==> config.mk <==
export PLATFORM = sky130hd
export DESIGN_NAME = spi_cmd_sequencer
export DESIGN_NICKNAME = d
export VERILOG_FILES = /design/src/rtl/sqc_pkg.sv /design/src/rtl/sqc_cmd_reg.sv /design/src/rtl/sqc_byte_ctr.sv /design/src/rtl/sqc_cs_drv.sv /design/src/rtl/spi_cmd_sequencer.sv
export SDC_FILE = /design/constraint.sdc
export NUM_CORES = 1
export LEC_CHECK = 0
export BUFFER_PORTS_ARGS = -buffer_cell sky130_fd_sc_hd__buf_2
export CAP_MARGIN = 10
export CORE_ASPECT_RATIO = 0.9
export CORE_MARGIN = 2
export CORE_UTILIZATION = 40
export CTS_CLUSTER_DIAMETER = 100
export DETAILED_ROUTE_END_ITERATION = 12
export GPL_TIMING_DRIVEN = 0
export PLACE_DENSITY = 0.61
export SETUP_SLACK_MARGIN = 0.5
export SYNTH_ARGS = -nofsm -noshare
export SYNTH_HDL_FRONTEND = slang
export SYNTH_SLANG_ARGS = --single-unit
==> constraint.sdc <==
create_clock -name clk -period 4.4 [get_ports clk]
set_input_delay 0.44 -clock clk [delete_from_list [all_inputs] [get_ports clk]]
set_output_delay 0.44 -clock clk [all_outputs]
set_load 0.005 [all_outputs]
==> src/rtl/sqc_pkg.sv <==
package sqc_pkg;
  localparam int CMD_W  = 32;
  localparam int SEL_W  = 2;
  localparam int LEN_W  = 16;
  localparam int SKIP_W = 11;

  localparam int SEL_HI  = 31;
  localparam int DUAL_B  = 28;
  localparam int TXO_B   = 27;
  localparam int SKIP_LO = 16;

  typedef enum logic [1:0] {
    SQ_IDLE  = 2'd0,
    SQ_ISSUE = 2'd1,
    SQ_WAIT  = 2'd2,
    SQ_DONE  = 2'd3
  } sq_state_t;

  typedef struct packed {
    logic [SEL_W-1:0]  sel;
    logic              dual;
    logic              txonly;
    logic [SKIP_W-1:0] skip;
    logic [LEN_W-1:0]  last;
  } sq_cmd_t;

  function automatic sq_cmd_t cmd_unpack(input logic [CMD_W-1:0] w);
    sq_cmd_t c;
    c.sel    = w[SEL_HI -: SEL_W];
    c.dual   = w[DUAL_B];
    c.txonly = w[TXO_B];
    c.skip   = w[SKIP_LO +: SKIP_W];
    c.last   = w[LEN_W-1:0];
    return c;
  endfunction
endpackage

==> src/rtl/sqc_cmd_reg.sv <==
module sqc_cmd_reg
  import sqc_pkg::*;
(
  input  logic    clk,
  input  logic    rst_n,
  input  logic    load,
  input  sq_cmd_t cmd_d,
  output sq_cmd_t cmd_q
);
  sq_cmd_t cmd_nx;

  always_comb begin
    cmd_nx = cmd_q;
    if (load) cmd_nx = cmd_d;
  end

  always_ff @(posedge clk or negedge rst_n) begin
    if (!rst_n) cmd_q <= '0;
    else        cmd_q <= cmd_nx;
  end
endmodule

==> src/rtl/sqc_byte_ctr.sv <==
module sqc_byte_ctr
  import sqc_pkg::*;
(
  input  logic              clk,
  input  logic              rst_n,
  input  logic              clear,
  input  logic              advance,
  input  logic [LEN_W-1:0]  last,
  input  logic [SKIP_W-1:0] skip,
  output logic              is_last,
  output logic              in_skip,
  output logic              post_skip
);
  localparam int PAD_W = LEN_W - SKIP_W;

  logic [LEN_W-1:0] idx_q, idx_nx;
  logic [LEN_W-1:0] skip_ext;
  logic             skip_on;

  assign skip_ext  = {{PAD_W{1'b0}}, skip};
  assign skip_on   = |skip;
  assign is_last   = (idx_q == last);
  assign in_skip   = skip_on && (idx_q <  skip_ext);
  assign post_skip = skip_on && (idx_q >= skip_ext);

  always_comb begin
    idx_nx = idx_q;
    if (clear)        idx_nx = '0;
    else if (advance) idx_nx = idx_q + 1'b1;
  end

  always_ff @(posedge clk or negedge rst_n) begin
    if (!rst_n) idx_q <= '0;
    else        idx_q <= idx_nx;
  end
endmodule

==> src/rtl/sqc_cs_drv.sv <==
module sqc_cs_drv
  import sqc_pkg::*;
#(
  parameter int NUM_CS = 4
)(
  input  logic              clk,
  input  logic              rst_n,
  input  logic              active_nx,
  input  logic [SEL_W-1:0]  sel_nx,
  output logic [NUM_CS-1:0] cs_n
);
  logic [NUM_CS-1:0] cs_n_nx;

  for (genvar i = 0; i < NUM_CS; i++) begin : g_cs
    always_comb cs_n_nx[i] = !(active_nx && (sel_nx == SEL_W'(i)));

    always_ff @(posedge clk or negedge rst_n) begin
      if (!rst_n) cs_n[i] <= 1'b1;
      else        cs_n[i] <= cs_n_nx[i];
    end
  end


  cs_onehot_chk: assert property (@(posedge clk) disable iff (!rst_n)
    $onehot0(~cs_n));
endmodule

==> src/rtl/spi_cmd_sequencer.sv <==
module spi_cmd_sequencer
  import sqc_pkg::*;
#(
  parameter int NUM_CS = 4,
  parameter int BYTE_W = 8
)(
  input  logic              clk,
  input  logic              rst_n,
  input  logic              cmd_valid,
  input  logic [CMD_W-1:0]  cmd_word,
  output logic              busy,
  output logic [NUM_CS-1:0] cs_n,
  input  logic              tx_empty,
  input  logic [BYTE_W-1:0] tx_data,
  output logic              tx_pop,
  output logic              eng_go,
  output logic [BYTE_W-1:0] eng_byte,
  output logic              eng_dual,
  input  logic              eng_done,
  input  logic [BYTE_W-1:0] eng_rx,
  output logic              rx_push,
  output logic [BYTE_W-1:0] rx_data,
  output logic              done
);
  sq_state_t        st_q, st_nx;
  sq_cmd_t          cmd_in, cmd_q;
  logic             accept, need_tx, byte_end;
  logic             is_last, in_skip, post_skip;
  logic [SEL_W-1:0] sel_nx;

  assign cmd_in   = cmd_unpack(cmd_word);
  assign accept   = (st_q == SQ_IDLE) && cmd_valid;
  assign byte_end = (st_q == SQ_WAIT) && eng_done;
  assign need_tx  = !post_skip;

  sqc_cmd_reg u_cmd (
    .clk   (clk),
    .rst_n (rst_n),
    .load  (accept),
    .cmd_d (cmd_in),
    .cmd_q (cmd_q)
  );

  sqc_byte_ctr u_ctr (
    .clk       (clk),
    .rst_n     (rst_n),
    .clear     (accept),
    .advance   (byte_end && !is_last),
    .last      (cmd_q.last),
    .skip      (cmd_q.skip),
    .is_last   (is_last),
    .in_skip   (in_skip),
    .post_skip (post_skip)
  );

  always_comb begin
    eng_go   = (st_q == SQ_ISSUE) && (!need_tx || !tx_empty);
    tx_pop   = eng_go && need_tx;
    eng_byte = need_tx ? tx_data : '0;
    eng_dual = post_skip && cmd_q.dual;
    rx_push  = byte_end && !cmd_q.txonly && !in_skip;
    rx_data  = eng_rx;
    busy     = (st_q != SQ_IDLE);
    done     = (st_q == SQ_DONE);
  end

  always_comb begin
    st_nx = st_q;
    unique case (st_q)
      SQ_IDLE:  if (cmd_valid) st_nx = SQ_ISSUE;
      SQ_ISSUE: if (eng_go)    st_nx = SQ_WAIT;
      SQ_WAIT:  if (eng_done)  st_nx = is_last ? SQ_DONE : SQ_ISSUE;
      SQ_DONE:                 st_nx = SQ_IDLE;
      default:                 st_nx = SQ_IDLE;
    endcase
  end

  always_ff @(posedge clk or negedge rst_n) begin
    if (!rst_n) st_q <= SQ_IDLE;
    else        st_q <= st_nx;
  end

  assign sel_nx = accept ? cmd_in.sel : cmd_q.sel;

  sqc_cs_drv #(.NUM_CS(NUM_CS)) u_cs (
    .clk       (clk),
    .rst_n     (rst_n),
    .active_nx (st_nx != SQ_IDLE),
    .sel_nx    (sel_nx),
    .cs_n      (cs_n)
  );


  pop_needs_data_chk: assert property (@(posedge clk) disable iff (!rst_n)
    tx_pop |-> !tx_empty);


  one_byte_inflight_chk: assert property (@(posedge clk) disable iff (!rst_n)
    eng_go |=> !eng_go);


  done_release_chk: assert property (@(posedge clk) disable iff (!rst_n)
    done |=> (&cs_n && !busy && !done));


  dual_no_pop_chk: assert property (@(posedge clk) disable iff (!rst_n)
    (eng_go && eng_dual) |-> !tx_pop);


  busy_cmd_ignored_chk: assert property (@(posedge clk) disable iff (!rst_n)
    (busy && !done && cmd_valid) |=> $stable(cs_n));
endmodule

Word-level counts from Yosys, hierarchy flattened
Cells that the tools add are included.
Operators by class
  add/sub/neg operators: 1
  order comparisons: 2
  equal/unequal tests: 7
  multiplexer cells: 9
  reductions and logical operators: 30
Operators with widths (number)
  $mux W16: 2
  $add A16 B1 Y16 const B: 1
  $eq A16 B16 Y1: 1
  $ge A16 B11 Y1: 1
  $lt A16 B11 Y1: 1
  $logic_and A1 B1 Y1: 14
  $reduce_or A11 Y1: 1
  $mux W2: 5
  $logic_not A1 Y1: 9
  $eq A2 B2 Y1 const B: 4
  $mux W8: 1
  $pmux W2 S4: 1
  $reduce_bool A2 Y1: 3
  $eq A2 B1 Y1 const B: 2
  $logic_not A2 Y1: 2
  $logic_or A1 B1 Y1: 1
Word-level totals
  register bits after elaboration: 53
  bits of input ports: 53
  output and inout port bits: 26
  word-level logic and storage cells: 60

Longest topological paths before layout
Gate-level depths: netlist (run 1).
  depth after elaboration: 9
  mapped depth: 9
  mapped depth without buffers: 8

Cells and area by module
A second synthesis (run 1) with hierarchy kept.
Second synthesis, totals
  cells, all modules: 260
  area, all modules: 2899.0 um2
By module, submodules not included
  sqc_byte_ctr: instances 1, cells each 148, area an instance 1281.2 um2, seq. area each 400.4 um2
  sqc_cmd_reg: instances 1, cells each 65, area an instance 1158.6 um2, seq. area each 775.7 um2
  spi_cmd_sequencer: instances 1, cells each 39, area an instance 325.3 um2, seq. area each 50.0 um2
  sqc_cs_drv: instances 1, cells each 8, area an instance 133.9 um2, seq. area each 105.1 um2

Worst setup path before layout (run 1)
No wires, ideal clock.
  kind: register -> output
  start: reg u_ctr.idx_q[15]
  end: out tx_pop
  arrival: 2.050 ns
  required time: 3.960 ns
  setup slack: 1.910 ns
  cell stages (with the launch flop): 6
  path buffers: 0
  cell sequence: dfrtp_1 -> or4_4 -> or4_4 -> and2_0 -> a221o_1 -> nor2b_1
Between the ends
  word-level cells in the longest chain between the ends: 5
  elaborated cells on any way between the ends: 6
  classes of those cells: 1 x order compare; 5 x reduce/logical
RTL lines
  start: declaration: RTL line sqc_byte_ctr.sv:16  | logic [LEN_W-1:0] idx_q, idx_nx;
  start signal: assignment: RTL line sqc_byte_ctr.sv:34  | else idx_q <= idx_nx;
  $ge A16 B11 Y1 (*): RTL line sqc_byte_ctr.sv:24  | assign post_skip = skip_on && (idx_q >= skip_ext);
  $logic_and A1 B1 Y1 (*): RTL line sqc_byte_ctr.sv:24
  $logic_or A1 B1 Y1: RTL line spi_cmd_sequencer.sv:57  | eng_go = (st_q == SQ_ISSUE) && (!need_tx || !tx_empty);
  $logic_and A1 B1 Y1: RTL line spi_cmd_sequencer.sv:57
  $logic_and A1 B1 Y1 (*): RTL line spi_cmd_sequencer.sv:58  | tx_pop = eng_go && need_tx;
  end: declaration: RTL line spi_cmd_sequencer.sv:15  | output logic tx_pop,
Mark *: on every way between the ends. The rest lies on a longest branch, timed or not.

Final worst setup path (run 1)
  start: reg u_ctr.idx_q[14]
  end: out tx_pop
Same word-level chain as after synthesis.

==> results of run 1 <==
## stage by stage
stage | cell area [um2] | setup WS, ns | hold WS [ns] | utilization, %
final | 3440 | 1.37 | 0.0821 | 49.1
after global routing | 3440 | 1.19 | 0.114 | 49.1
after CTS | 3420 | 1.36 | 0.326 | 48.8
after detailed placement | 3320 | 1.70 | 0.507 | 47.4
after global placement | 3320 | 1.71 | 0.493 | 47.4
after floorplan | 2860 | 1.91 | 0.144 | -
## layout make-up
type / instances / area [um2]
Tap cell: 93 / 116
Sequential cell: 53 / 1330
Inverter: 20 / 75.1
Fill cell: 696 / 3560
Clock inverter: 1 / 5.00
Timing Repair Buffer: 70 / 365
Buffer: 18 / 98.8
Clock buffer: 7 / 96.3
Multi-Input combinational cell: 198 / 1350
## logic make-up (layout without fill, tap and decap cells)
group / count (synthesis) / count (layout) / synth area share [%]
flip-flops: 53 / 53 / 46.6
multiplexers: 20 / 20 / 7.79
buffers and inverters: 38 / 116 / 6.09
AND/OR/NAND/NOR: 105 / 105 / 18.3
AO/OA/AOI/OAI: 30 / 30 / 6.48
adder cells (fa/ha/maj): 12 / 12 / 5.25
XOR/XNOR: 31 / 31 / 9.50
## sequential cells by signal, summed over array words and instances, names as in the netlist
name / cells
u_cmd.cmd_q: 31
st_q: 2
u_ctr.idx_q: 16
u_cs.cs_n: 4
## path summary, 6_finish.rpt
kind / depth (start not counted) / start / slack [ns] / end
worst min register to register: 2 / u_cmd.cmd_q[30] / 0.52 / u_cs.cs_n[1]
worst min-delay path: 1 / rst_n / 0.08 / u_ctr.idx_q[12]
min in group clk: 3 / cmd_word[28] / 0.33 / u_cmd.cmd_q[28]
worst max-delay path: 6 / u_ctr.idx_q[14] / 1.37 / tx_pop
worst max register to register: 6 / st_q[0] / 2.01 / u_cmd.cmd_q[26]
max in group asynchronous: 2 / rst_n / 3.77 / u_cmd.cmd_q[7]
## critical path: cells and delay by family, from the launching register on
family,cells,cell delay [ns]
buffers and inverters,1,0.11
AO/OA/AOI/OAI,1,0.36
AND/OR/NAND/NOR,4,1.39
flip-flops,1,0.44
## where the power goes
group / internal [uW] / switching, uW
clock network: 143 / 159
logic: 290 / 317
registers: 667 / 108
total: 1100 / 584
## placed cells by master, fill, tap and decap left out, drive strengths merged, types with 5 or more instances in the layout
cell type	count
buf	79
dfrtp	49
xor2	30
nand2	27
nor2	24
inv	20
mux2	18
clkbuf	16
o21ai	13
ha	12
and2	11
nand3	10
nand4	8
nor3	7
nor4	6
a21oi	5
## metal layers
metal  track usage [%]  up-vias  wire (um)
li1                  -     1125          -
met1              23.4     1047       2880
met2              27.1       69       2840
met3              4.31        5        396
met4              3.61        0         44
met5                 0        -          0
==> results.md, run 1 <==
- Die ar.: 7840 um2
- Setup-failing EPs final: 0
- Initial Util: 40.8%
- Worst-Margin Slew: 0.599 ns
- Peak VDD IR: 0.217 mV
- Count leader, synth: dfrtp_1
- DP HPWL: 4760 um
- Top-area cell type share of the netlist area: 42.9%
- Crit path required time: 3.96 ns
- Outcome: completed
- Sequential element share of the synthesized area: 46.6%
- Inst Count DP: 451
- CTS H-tree depth: 2
- Synth unique cells: 38
- First-pass GRT wire length: 10500 um
- Startpoint Class: flip-flop
- Wire per inst: 13.4 um
- Largest stage delay, worst path: 0.56 ns
- Post-Route Setup TNS: 0 ns
- CTS resizes: 0
- Ant. Diodes: 0
- CTS hold repair buffers: 0
- Die Width: 93.1 um
- Gpl congestion: 0.804
- FMAX: 0.330 GHz
- Synth Warn #: 0
- CP max stage cell: or4_4
- Synth area leader: dfrtp_1
- Largest net degree at the start of global routing: 54
- Vias per std cell: 4.88
- Final Critical Period: 3.03 ns
- EDFF count, synth: 0
- Period utilization: 69.0%
- Crit path cell chain: or4_4, or4_4, and2_0, a221o_1, nor2b_1, buf_2
- Crit path max fanout: 4
- Power density over cell area: 489 nW/um2
- Ports: 79
- Worst skew pair latency: 0.31 ns
- Mapped Area: 2860 um2
- Clk sinks: 53
- Mapped Avg Cell Area: 9.89 um2
- Final hold vios: 0
- Starting DRT DRC Count: 55
- Top area cells in the synthesized netlist: dfrtp_1 43%, xor2_1 9.2%, mux2_2 7.1%
- Residual DRC: 0
- Cells after Synth: 289
- Unrepaired setup endpoints after global routing: false
- Vias in the first global route: 2217
- Port bufs: 69
- Worst setup EP type: output port
- Arrival time worst endpoint: 2.59 ns
- CP dominant cell by count: or4_4
- Post-CTS setup buffer count: 0
- Number of synthesized register bits: 53
- Crit Path Class: reg2out
- Grt total ovfl: 0
- Die H: 84.2 um
- CTS tree: yes
- DR pass1 iterations: 4
- Max-capacitance violation count: 0
- Hold Crit Class: in2async
- Via Count: 2246
- Area grow syn2layout: 20.4%
- Clock-pin slew on the worst setup and hold paths: 0.10 ns
- Layout cells sized above 1: 30.8%
- Most common library cells after synthesis: 49 x dfrtp_1, 30 x xor2_1, 27 x nand2_1, 24 x nor2_1, 20 x inv_1
- Longest Clk Path Bufs: 2
- Final WL: 6160 um
- Root Buffer: clkbuf_8
- Final std cells w/o fill: 460
- Antenna violations before repair: 0
- Clock Skew: 0.0102 ns
- Total GRT Usage: 16.9%
- CTS buffer count: 5
- Post-Syn Nets: 354
- Synth Flop Type: dfrtp_1
- Worst rel slew slack: 59.7%
- FFs w/ async S/R, synth: 100%
- Num rows: 29
- Nets: 431
- Tot Pwr: 1680 uW
- Slew Limit Fails: 0
- Core ar.: 7000 um2
- Final ANT Viol Nets: 0
- Leak: 0.00170 uW
(Power assumes the default switching activity.)
==> run 2: changes to the inputs <==
- clock period: 4.4 -> 2.85 ns (I/O delays scaled with it)
==> results.md, run 2 (same netlist as run 1, synthesis figures left out) <==
- Flop2flop setup slack: 0.57 ns (-1.44 ns)
- Setup-failing EPs final: 0 (unchanged)
- Largest register FFs: 31 (unchanged)
- Power density over cell area: 728 nW/um2 (+49%)
- Crit path max fanout: 3 (-1)
- Clock Skew: 0.0115 ns (+0.00131 ns)
- Startpoint Class: flip-flop
- Wire per inst: 13.7 um (+2.1%)
- Max-capacitance violation count: 0 (unchanged)
- Worst Reg-to-Reg Cells: 8 (+2)
- Unrepaired setup endpoints after global routing: true
- Worst R2R Start: u_ctr.idx_q[7]
- Grt total ovfl: 0 (unchanged)
- Leak: 0.00186 uW (+9.5%)
- Starting DRT DRC Count: 50 (-9.1%)
- Residual DRC: 0 (unchanged)
- Final ANT Viol Nets: 0 (unchanged)
- Ports: 79 (unchanged)
- Gpl congestion: 0.804 (unchanged)
- Reg-to-reg endpoint: st_q[1]
- Hold Crit Class: in2reg
- CTS tree: yes
- Post-Route Setup TNS: 0 ns (unchanged)
- Antenna violations before repair: 0 (unchanged)
- Biggest regs: u_cmd.cmd_q x31, u_ctr.idx_q x16, u_cs.cs_n x4
- Final std cells w/o fill: 486 (+5.7%)
- Total GRT Usage: 18.0% (+1.1 points)
- Critical Path End: tx_pop
- CTS buffer count: 5 (unchanged)
- Routed wl met2: 3160 um (+11%)
- Peak VDD IR: 0.353 mV (+63%)
- Final WL: 6650 um (+7.8%)
- Final Critical Period: 2.73 ns
- Num rows: 29 (unchanged)
- Nets: 457 (+6.0%)
- Fillers: 651 (-6.5%)
- CTS H-tree depth: 2 (unchanged)
- Layout cells sized above 1: 44.0% (+13 points)
- Period utilization: 95.8%
- Largest net degree at the start of global routing: 54 (unchanged)
- Die H: 84.2 um (unchanged)
- Core ar.: 7000 um2 (unchanged)
- Worst setup EP type: output port
- Vias per std cell: 4.87 (-0.25%)
- Via Count: 2367 (+5.4%)
- Clk sinks: 53 (unchanged)
- Final hold vios: 0 (unchanged)
- Longest Clk Path Bufs: 2 (unchanged)
- FMAX: 0.366 GHz
- Inst Count DP: 451 (unchanged)
- Clock-pin slew on the worst setup and hold paths: 0.10 ns (about the same)
- Most frequent cells in the layout: 64 x buf_2, 39 x dfrtp_1, 32 x buf_4
- Die ar.: 7840 um2 (unchanged)
- Biggest register: u_cmd.cmd_q
- Root Buffer: clkbuf_8
- Area grow syn2layout: 33.7%
- DP HPWL: 4760 um (unchanged)
- Met1 WL: 3000 um (+4.1%)
- Top Metal Used: met4
- Port bufs: 69 (unchanged)
- Worst-Margin Slew: 0.621 ns (+0.0220 ns)
- Ant. Diodes: 0 (unchanged)
- Worst rel slew slack: 58.2% (-1.5 points)
- Die Width: 93.1 um (unchanged)
- Outcome: completed
- Met3 WL: 443 um (+12%)
- CP startpoint: u_ctr.idx_q[7]
- Initial Util: 40.8% (unchanged)
- Vias in the first global route: 2346 (+5.8%)
- Crit Path Class: reg2out
- Slew Limit Fails: 0 (unchanged)
- First-pass GRT wire length: 11100 um (+5.9%)
- Worst skew pair latency: 0.31 ns (about the same)
- Arrival time worst endpoint: 2.45 ns (-0.14 ns)
- Most common cell after layout, fill and taps aside: buf_2
- Crit path required time: 2.57 ns (-1.39 ns)
- DR pass1 iterations: 4 (unchanged)
- Hold WS: 0.177 ns (+0.0947 ns)
## run 2: cell types whose count changed in the layout (fill, tap and decap cells not counted), moves of 6 or more
cell     change
buf_6        +7
buf_4       +24
and2_4       +7
dfrtp_1     -10
dfrtp_2     +10
and2_1       -6
buf_2        -6
## run 2: worst min-delay path by stage
stage / start / endpoint / slack, ns / cells after the start
2_1_floorplan: rst_n / st_q[0] / -0.01 / 0
3_3_place_gp: u_cmd.cmd_q[30] / u_cs.cs_n[1] / 0.49 / 2
3_5_place_dp: cmd_word[28] / u_cmd.cmd_q[28] / 0.50 / 3
4_1_cts: cmd_word[28] / u_cmd.cmd_q[28] / 0.17 / 3
5_1_grt: cmd_word[25] / u_cmd.cmd_q[25] / 0.18 / 3
6_report: cmd_word[28] / u_cmd.cmd_q[28] / 0.18 / 3
## run 2: final cells by class
| class | count | area (um2) | area share (%) |
|---|---|---|---|
| Inverter | 20 | 75.1 | 1.97 |
| Sequential cell | 53 | 1340 | 35.2 |
| Multi-Input combinational cell | 198 | 1470 | 38.6 |
| Buffer | 18 | 111 | 2.92 |
| Clock buffer | 7 | 96.3 | 2.52 |
| Tap cell | 93 | 116 | 3.05 |
| Clock inverter | 1 | 5.00 | 0.131 |
| Timing Repair Buffer | 96 | 598 | 15.7 |
## run 2: stage by stage
stage          utilization [%]  setup WS [ns]  total power (uW)  instance area (um2)
5_1_grt                   54.5         0.0384              3000                 3820
3_5_place_dp              47.4          0.305              2170                 3320
3_3_place_gp              47.4          0.314              2140                 3320
2_1_floorplan                -          0.515              1860                 2860
6_report                  54.5          0.119              2780                 3820
4_1_cts                   52.7          0.112              2770                 3690
## run 2: report_power, final
| part | switching, uW | leakage (uW) | internal (uW) | total (uW) |
|---|---|---|---|---|
| registers | 164 | 0.000644 | 1030 | 1200 |
| logic | 556 | 0.00116 | 562 | 1120 |
| clock network | 246 | 0.0000542 | 220 | 466 |
## run 2: worst max-delay path, cell delays in order, from the launching register on
cell,delay (ns)
dfrtp_2,0.44
ha_4,0.27
nand4_1,0.12
or4_4,0.57
and2_4,0.16
a221o_1,0.34
nor2b_1,0.11
buf_2,0.11
## run 2: repair_timing
item | in CTS | in global routing
setup buffers | 19 | 5
pin swaps | 10 | 12
hold buffers | 0 | 1
endpoints found under the setup margin | 25 | 30
cloned | 1 | 0
endpoints found under the hold margin | 0 | 17
gates resized for setup | 28 | 22
## run 2: layer usage
metal  track usage, %  vias up
met1             24.1     1104
met5                0        -
met3             4.58        4
met4             4.14        0
met2             29.6       79
li1                 -     1180
